===== src/rtl/cfm_pkg.sv =====
package cfm_pkg;
    typedef enum logic [1:0] {
        ST_IDLE    = 2'd0,
        ST_ARM     = 2'd1,
        ST_MEASURE = 2'd2
    } cfm_state_t;
endpackage


===== src/rtl/cfm_edge_sync.sv =====
module cfm_edge_sync #(
    parameter int STAGES = 2
) (
    input  logic clk,
    input  logic rst_n,
    input  logic async_in,
    output logic rise
);
    logic [STAGES-1:0] chain;
    logic              last;

    always_ff @(posedge clk or negedge rst_n) begin
        if (!rst_n) begin
            chain <= '0;
            last  <= 1'b0;
        end else begin
            chain <= {chain[STAGES-2:0], async_in};
            last  <= chain[STAGES-1];
        end
    end

    assign rise = chain[STAGES-1] & ~last;

    AST_RISE_SINGLE: assert property (@(posedge clk) disable iff (!rst_n)
        rise |=> !rise);
endmodule


===== src/rtl/cfm_sat_counter.sv =====
module cfm_sat_counter #(
    parameter int W = 16
) (
    input  logic         clk,
    input  logic         rst_n,
    input  logic         restart,
    output logic [W-1:0] count
);
    localparam logic [W-1:0] TOP = {W{1'b1}};

    always_ff @(posedge clk or negedge rst_n) begin
        if (!rst_n)
            count <= '0;
        else if (restart)
            count <= W'(1);
        else if (count != TOP)
            count <= count + W'(1);
    end

    AST_SAT_HOLD: assert property (@(posedge clk) disable iff (!rst_n)
        (count == TOP) && !restart |=> (count == TOP));
endmodule


===== src/rtl/cfm_ref_watchdog.sv =====
module cfm_ref_watchdog #(
    parameter int W = 16
) (
    input  logic         clk,
    input  logic         rst_n,
    input  logic         kick,
    input  logic [W-1:0] limit,
    output logic         expired
);
    logic [W-1:0] gap;

    always_ff @(posedge clk or negedge rst_n) begin
        if (!rst_n)
            gap <= '0;
        else if (kick)
            gap <= '0;
        else if (gap != limit)
            gap <= gap + W'(1);
    end

    assign expired = (gap == limit) && !kick;

    AST_KICK_RESTARTS: assert property (@(posedge clk) disable iff (!rst_n)
        kick |=> (gap == '0));
endmodule


===== src/rtl/clk_freq_guard.sv =====
module clk_freq_guard
    import cfm_pkg::*;
#(
    parameter int CNT_W       = 16,
    parameter int TO_W        = 16,
    parameter int SYNC_STAGES = 2
) (
    input  logic             sys_clk,
    input  logic             rst_n,
    input  logic             ref_clk,
    input  logic             enable,
    input  logic             bypass,
    input  logic             clear,
    input  logic [CNT_W-1:0] lo_limit,
    input  logic [CNT_W-1:0] hi_limit,
    input  logic [TO_W-1:0]  timeout,
    output logic             err_slow,
    output logic             err_fast,
    output logic             err_noref
);
    cfm_state_t       state, state_nxt;
    logic             tick;
    logic [CNT_W-1:0] period;
    logic             wd_expired;
    logic             active;

    assign active = enable & ~bypass;

    cfm_edge_sync #(.STAGES(SYNC_STAGES)) u_sync (
        .clk      (sys_clk),
        .rst_n    (rst_n),
        .async_in (ref_clk),
        .rise     (tick)
    );

    cfm_sat_counter #(.W(CNT_W)) u_count (
        .clk     (sys_clk),
        .rst_n   (rst_n),
        .restart (tick),
        .count   (period)
    );

    cfm_ref_watchdog #(.W(TO_W)) u_wd (
        .clk     (sys_clk),
        .rst_n   (rst_n),
        .kick    (tick | clear | (state == ST_IDLE)),
        .limit   (timeout),
        .expired (wd_expired)
    );

    always_comb begin
        state_nxt = state;
        unique case (state)
            ST_IDLE:    if (active) state_nxt = ST_ARM;
            ST_ARM: begin
                if (!active)     state_nxt = ST_IDLE;
                else if (clear)  state_nxt = ST_ARM;
                else if (tick)   state_nxt = ST_MEASURE;
            end
            ST_MEASURE: begin
                if (!active)     state_nxt = ST_IDLE;
                else if (clear)  state_nxt = ST_ARM;
            end
            default:             state_nxt = ST_IDLE;
        endcase
    end

    always_ff @(posedge sys_clk or negedge rst_n) begin
        if (!rst_n) state <= ST_IDLE;
        else        state <= state_nxt;
    end

    always_ff @(posedge sys_clk or negedge rst_n) begin
        if (!rst_n) begin
            err_slow  <= 1'b0;
            err_fast  <= 1'b0;
            err_noref <= 1'b0;
        end else if (clear) begin
            err_slow  <= 1'b0;
            err_fast  <= 1'b0;
            err_noref <= 1'b0;
        end else begin
            if (state == ST_MEASURE && tick && active) begin
                if (period < lo_limit) err_slow <= 1'b1;
                if (period > hi_limit) err_fast <= 1'b1;
            end
            if (state != ST_IDLE && active && wd_expired)
                err_noref <= 1'b1;
        end
    end

    AST_CLEAR_FLAGS: assert property (@(posedge sys_clk) disable iff (!rst_n)
        clear |=> !err_slow && !err_fast && !err_noref);
    AST_STICKY_FAST: assert property (@(posedge sys_clk) disable iff (!rst_n)
        err_fast && !clear |=> err_fast);
    AST_STICKY_SLOW: assert property (@(posedge sys_clk) disable iff (!rst_n)
        err_slow && !clear |=> err_slow);
    AST_IDLE_QUIET: assert property (@(posedge sys_clk) disable iff (!rst_n)
        (state == ST_IDLE) && !err_fast && !err_slow && !err_noref
        |=> !err_fast && !err_slow && !err_noref);
    AST_ARM_DISCARD: assert property (@(posedge sys_clk) disable iff (!rst_n)
        (state == ST_ARM) && !err_slow && !err_fast |=> !err_slow && !err_fast);
endmodule


===== config.mk =====
export PLATFORM = sky130hd
export DESIGN_NAME = clk_freq_guard
export DESIGN_NICKNAME = d
export VERILOG_FILES = /design/src/rtl/cfm_pkg.sv /design/src/rtl/cfm_edge_sync.sv /design/src/rtl/cfm_sat_counter.sv /design/src/rtl/cfm_ref_watchdog.sv /design/src/rtl/clk_freq_guard.sv
export SDC_FILE = /design/constraint.sdc
export NUM_CORES = 1
export LEC_CHECK = 0
export ABC_CLOCK_PERIOD_IN_PS = 3200
export BUFFER_PORTS_ARGS = -buffer_cell sky130_fd_sc_hd__buf_4
export CAP_MARGIN = 15
export CORE_MARGIN = 4
export CORE_UTILIZATION = 35
export CTS_CLUSTER_DIAMETER = 150
export DETAILED_ROUTE_END_ITERATION = 8
export GPL_TIMING_DRIVEN = 0
export MAX_ROUTING_LAYER = met4
export PLACE_DENSITY = 0.53
export SYNTH_ARGS = -nofsm -noshare
export SYNTH_HDL_FRONTEND = slang
export SYNTH_SLANG_ARGS = --single-unit

===== constraint.sdc =====
create_clock -name sys_clk -period 3.2 [get_ports sys_clk]
set_input_delay 0.32 -clock sys_clk [delete_from_list [all_inputs] [get_ports sys_clk]]
set_output_delay 0.32 -clock sys_clk [all_outputs]
set_load 0.01 [all_outputs]

; ---- Yosys cells after proc, flatten, opt, wreduce, memory -nomap -nowiden
; Index checks and enable logic that the tools add are counted.
[totals]
ff_bits = 40
word_cells = 62
input_bits = 54
[op_classes]
eq_ne = 8
muxes = 19
magnitude_cmp = 2
bitwise = 6
add_sub_neg = 2
reduce_logical = 17
[op_table]
columns = cell, n
row1 = two-way mux 16 bit, 4
row2 = "adder 16 x 1 -> 16 bit, second input constant", 2
row3 = == test 16 bit, 1
row4 = greater-than comparator 16 bit, 1
row5 = less-than comparator 16 bit, 1
row6 = inequality test 16 bit, 1
row7 = "inequality test 16 bit, second input constant", 1
row8 = nonzero test 2 bit, 7
row9 = two-way mux 2 bit, 6
row10 = two-way mux 1 bit, 8
row11 = one-hot mux 2 bit (3 select lines), 1
row12 = logical AND 1 bit, 5
row13 = "inequality test 4 bit, second input constant", 1
row14 = AND reduction 2 bit, 2
row15 = "inequality test 3 bit, second input constant", 1
row16 = AND reduction 3 bit, 1
row17 = bitwise AND 1 bit, 2
row18 = "== test 2 x 1 -> 1 bit, second input constant", 1
row19 = "== test 2 bit, second input constant", 1
row20 = zero test 2 bit, 1
row21 = "inequality test 2 bit, second input constant", 1
row22 = NOT 1 bit, 2
row23 = OR 1 bit, 2
row24 = zero test 1 bit, 1

; ---- Logic depth before layout (Yosys ltp)
[logic_depth]
depth_word = 9
depth_mapped = 7
mapped_depth_nobuf = 7

; ---- Hierarchy
; From an unflattened synthesis, not the netlist that was laid out.
[unflattened]
hier_cells = 346
area_unflattened_um2 = 3091.7
[by_module_without_submodules]
columns = mod, area_per_inst_um2, n_inst, cells_each
row1 = cfm_ref_watchdog, 1068.5, 1, 113
row2 = clk_freq_guard, 1023.5, 1, 133
row3 = cfm_sat_counter, 910.9, 1, 96
row4 = cfm_edge_sync, 88.8, 1, 4

; ---- Least setup slack after synthesis
; Ideal clock, no wire load.
[synth_path]
kind = reg-to-reg
startpoint = register u_count.count[1]
endpoint = register u_count.count[1]
t_arrival_ps = 1669
required_ps = 3068
synth_period_minus_slack_ps = 1800
setup_ps = 132
path_stages_with_launch = 8
n_path_buf = 1
setup_slack_ps = 1400
path_cell_list = dfrtp_1 -> ha_1 -> nand2_1 -> or3_1 -> buf_6 -> nor3_4 -> mux2i_1 -> nor2_1
[synth_between]
elab_chain_len = 3
elab_cells_between_ends = 5
[synth_rtl]
columns = element, line
row1 = from (decl), cfm_sat_counter.sv:7  ; output logic [W-1:0] count
row2 = from (signal assigned), cfm_sat_counter.sv:17  ; count <= count + W'(1);
row3 = adder 16 x 1 -> 16 bit, cfm_sat_counter.sv:17
row4 = two-way mux 16 bit, cfm_sat_counter.sv:16  ; else if (count != TOP)
row5 = two-way mux 16 bit, cfm_sat_counter.sv:14  ; else if (restart)
; Several ways; a longest one is shown, not always the timed one. The select of a mux whose other input is x is not followed.
; A chain may end at the register's enable or synchronous reset.

; ---- Worst setup path in the final report
; Ends and elaborated chain as after synthesis.

==> impl_metrics.prom <==
# TYPE chip_impl_metric gauge
chip_impl_metric{name="total_leakage_power",unit="nW"} 1.70
chip_impl_metric{name="final-max-slew-violation-count",unit=""} 0
chip_impl_metric{name="hold_viol_final",unit=""} 2
chip_impl_metric{name="grt_pass1_vias",unit=""} 2611
chip_impl_info{name="worst-setup-path-type",value="register to register"} 1
chip_impl_metric{name="layout-drive-gt1-share",unit=""} 0.184
chip_impl_metric{name="worst_clock_skew",unit="ns"} 0.0114
chip_impl_metric{name="globalRouteOverflowTotal",unit=""} 0
chip_impl_metric{name="groute.usage.overall",unit=""} 0.151
chip_impl_metric{name="synth_async_sr_flop_share",unit=""} 1.00
chip_impl_metric{name="routed_wl",unit="um"} 7110
chip_impl_metric{name="synth.avg_cell_area",unit="sq um"} 8.73
chip_impl_metric{name="nNetsFinal",unit=""} 489
chip_impl_metric{name="synthDistinctLibCells",unit=""} 47
chip_impl_info{name="outcome",value="finished with violations"} 1
chip_impl_metric{name="clk-insertion-delay-late",unit="ns"} 0.29
chip_impl_metric{name="worst-endpoint-arrival",unit="ns"} 2.23
chip_impl_metric{name="postCtsSetupBuffers",unit=""} 0
chip_impl_metric{name="synth_seq_area_share",unit=""} 0.338
chip_impl_metric{name="min_period",unit="ns"} 2.07
chip_impl_metric{name="required",unit="ns"} 3.36
chip_impl_metric{name="final_antenna_net_count",unit=""} 0
chip_impl_info{name="cp_top_family",value="simple AND/OR/NAND/NOR gates"} 1
chip_impl_metric{name="power_density",unit="nW/um^2"} 326
chip_impl_metric{name="max_cap_viol_count",unit=""} 0
chip_impl_metric{name="number_of_drc_markers_in_iteration_0",unit=""} 84
chip_impl_metric{name="htreeDepth",unit=""} 2
chip_impl_metric{name="edff_count_synth",unit=""} 0
chip_impl_metric{name="worstMarginPinSlew",unit="ns"} 0.600
chip_impl_metric{name="syn_to_final_growth",unit="%"} 21.7
chip_impl_info{name="grt_setup_unrepaired",value="false"} 1
chip_impl_metric{name="i_o_pin_total",unit=""} 57
chip_impl_info{name="cts_tree",value="done"} 1
chip_impl_metric{name="chipHeight",unit="um"} 99.9
chip_impl_metric{name="place_congestion",unit=""} 0.811
chip_impl_info{name="hold_path_class",value="input port to asynchronous set/reset pin"} 1
chip_impl_metric{name="netlist_instances",unit=""} 339
chip_impl_info{name="worstSetupEndpointType",value="register"} 1
chip_impl_metric{name="floorplan.rows",unit=""} 33
chip_impl_metric{name="post_route_fraction_of_the_period_consumed_by_the_critical_path",unit=""} 0.647
chip_impl_metric{name="die-width",unit="um"} 99.9
chip_impl_metric{name="port_buffers",unit=""} 56
chip_impl_metric{name="critical_path_peak_fanout",unit=""} 6
chip_impl_metric{name="drt_first_pass_iters",unit=""} 4
chip_impl_metric{name="area_of_the_die",unit="sq um"} 9990
chip_impl_info{name="critical_path.reg2reg.endpoint",value="u_count.count[1]"} 1
chip_impl_metric{name="postCtsHoldBufs",unit=""} 0
chip_impl_metric{name="cts-buffers-inserted",unit=""} 5
chip_impl_metric{name="syn_area",unit="sq um"} 2960
chip_impl_metric{name="critical-path-max-stage-delay",unit="ns"} 0.43
chip_impl_metric{name="syn_nets",unit=""} 426
chip_impl_metric{name="setup.reg_to_reg.worst_slack",unit="ns"} 1.13
chip_impl_info{name="sequence_of_cells_on_the_critical_path",value="ha_1, nand2_1, or3_1, buf_6, nor3_4, mux2i_1, nor2_1"} 1
chip_impl_metric{name="clk_pin_slew",unit="ns"} 0.08
chip_impl_metric{name="slew-limit-headroom",unit=""} 0.597
chip_impl_metric{name="yosysWarnings",unit=""} 0
chip_impl_info{name="clock_tree.root_cell",value="clkbuf_8"} 1
chip_impl_metric{name="setup-violations-final",unit=""} 0
chip_impl_metric{name="ys_ff_latch",unit=""} 40
chip_impl_info{name="worst_r2r_startpoint",value="u_count.count[1]"} 1
chip_impl_metric{name="grt_max_degree",unit=""} 41
chip_impl_metric{name="finalHoldWorstSlack",unit="ns"} -0.00272
chip_impl_metric{name="clock.fmax",unit="GHz"} 0.483
chip_impl_metric{name="detail_route.wl_per_cell",unit="um"} 14.0
chip_impl_info{name="start_kind",value="register"} 1
chip_impl_metric{name="post-route-util",unit=""} 0.438
chip_impl_metric{name="vias",unit=""} 2636
chip_impl_metric{name="route.detailed.vias_per_inst",unit=""} 5.19
chip_impl_metric{name="detailedPlacementHpwl",unit="um"} 5590
chip_impl_metric{name="grt_pass1_wl",unit="um"} 12000
chip_impl_metric{name="initial_antenna_violation_count",unit=""} 0
chip_impl_metric{name="timing.setup.tns",unit="ns"} 0
chip_impl_metric{name="coreArea",unit="sq um"} 8220
chip_impl_metric{name="timing.reg2reg.worst_path_depth",unit=""} 7
chip_impl_metric{name="critPathBufInv",unit=""} 1
chip_impl_metric{name="start_util",unit=""} 0.360
chip_impl_metric{name="irDropWorstVdd",unit="V"} 0.000195
chip_impl_metric{name="cts_resized",unit=""} 0
chip_impl_info{name="worst_path_max_delay_cell",value="dfrtp_1"} 1
chip_impl_metric{name="ctsLongestPathBuffers",unit=""} 2
chip_impl_info{name="postSynth.topFlopCell",value="dfrtp_1"} 1
chip_impl_metric{name="route.detailed.drc",unit=""} 0
chip_impl_metric{name="clock-sinks",unit=""} 40
chip_impl_info{name="violations_in_the_final_reports",value="negative hold slack"} 1
chip_impl_metric{name="number_of_antenna_cells_inserted",unit=""} 0
==> how the worst max path moves through the flow <==
| stage | cells after the start | start | to | slack, ns |
|---|---|---|---|---|
| final | 7 | u_count.count[1] | u_count.count[1] | 1.13 |
| after global routing | 7 | u_count.count[1] | u_count.count[1] | 0.94 |
| after CTS | 7 | u_count.count[1] | u_count.count[1] | 1.10 |
| after detailed placement | 7 | u_count.count[1] | u_count.count[1] | 1.12 |
| after global placement | 7 | u_count.count[1] | u_count.count[1] | 1.13 |
| after floorplan | 7 | u_count.count[1] | u_count.count[1] | 1.40 |
==> registers in the layout, indices dropped and copies added (netlist names) <==
register	flops
u_count.count	16
err_slow	1
u_sync.chain	2
err_fast	1
state	2
u_wd.gap	16
err_noref	1
u_sync.last	1
==> cells in the mapped netlist (4+ instances only) <==
| library cell | number | area [sq um] |
|---|---|---|
| o21ai_1 | 5 | 25.0 |
| dfrtp_1 | 40 | 1000 |
| nand2_1 | 20 | 75.1 |
| clkbuf_1 | 4 | 15.0 |
| o21ai_0 | 11 | 55.1 |
| and3_1 | 4 | 25.0 |
| mux2i_1 | 4 | 40.0 |
| nand3_1 | 13 | 65.1 |
| xnor2_1 | 26 | 228 |
| nor2_1 | 25 | 93.8 |
| ha_1 | 33 | 413 |
| nor3_1 | 7 | 35.0 |
| a21oi_1 | 27 | 135 |
| or4_1 | 4 | 30.0 |
| nand4_1 | 17 | 106 |
| inv_1 | 37 | 139 |
| or3_1 | 13 | 81.3 |
==> cells in the final DEF, fill, tap and decap left out, types with 3 or more instances in the layout <==
cell type | Yosys | final
nor2_1 | 25 | 25
or3_1 | 13 | 13
o21ai_0 | 11 | 11
o211ai_1 | 3 | 3
o21ai_1 | 5 | 5
nand3_1 | 13 | 13
nand2_1 | 20 | 20
clkbuf_1 | 4 | 6
nand4_1 | 17 | 17
nor4_1 | 3 | 3
a21oi_1 | 27 | 27
mux2i_1 | 4 | 4
a21o_1 | 3 | 3
dfrtp_1 | 40 | 40
nor2b_1 | 3 | 3
inv_1 | 37 | 37
buf_4 | 1 | 57
clkbuf_8 | 0 | 6
nor3_1 | 7 | 7
a211oi_1 | 3 | 3
and3_1 | 4 | 4
ha_1 | 33 | 33
or4_1 | 4 | 4
and4_1 | 3 | 3
xnor2_1 | 26 | 26
==> worst register-to-register path: cells and delay by family, from the launching register on <==
family / cells / cell delay, ns
buf+inv: 1 / 0.15
fa+ha+maj: 1 / 0.23
mux: 1 / 0.22
flops: 1 / 0.43
simple gates: 4 / 0.92
==> through the flow <==
step	power [W]	worst slack, ns	cells	cell area, sq um	hold WS [ns]
detailed placement	0.000845	1.12	500	3510	0.336
CTS	0.00119	1.10	508	3600	0.0259
floorplan	0.000723	1.40	339	2960	0.0244
global placement	0.000835	1.13	500	3510	0.332
finish	0.00118	1.13	508	3600	-0.00272
global route	0.00126	0.942	508	3600	0.0453
==> routing by layer <==
layer,global-route usage,vias up,part of all wire
li1,-,1332,-
met1,0.210,1246,0.48
met2,0.236,54,0.46
met3,0.0167,4,0.046
met4,0.0399,0,0.0076
met5,-,-,0
==> power by group <==
part	switching, W	total (W)	internal [W]	leakage (nW)
clock network	0.000171	0.000347	0.000176	0.0455
registers	0.0000439	0.000574	0.000530	0.542
logic	0.000126	0.000254	0.000128	1.11
==> cell type report <==
cell class                      count  area [sq um]
Inverter                           38           143
Timing Repair Buffer               56           420
Buffer                             10          57.6
Multi-Input combinational cell    251          1760
Tap cell                          105           131
Fill cell                         840          4620
Sequential cell                    40          1000
Clock buffer                        8          90.1
==> cell families after synthesis <==
logic type / Yosys count / share of synthesized area
flops: 40 / 0.338
buf+inv: 48 / 0.0677
fa+ha+maj: 33 / 0.140
xor+xnor: 27 / 0.0800
simple gates: 125 / 0.238
mux: 4 / 0.0135
compound gates: 62 / 0.123
Note: power is estimated with default switching activity, not from simulation.
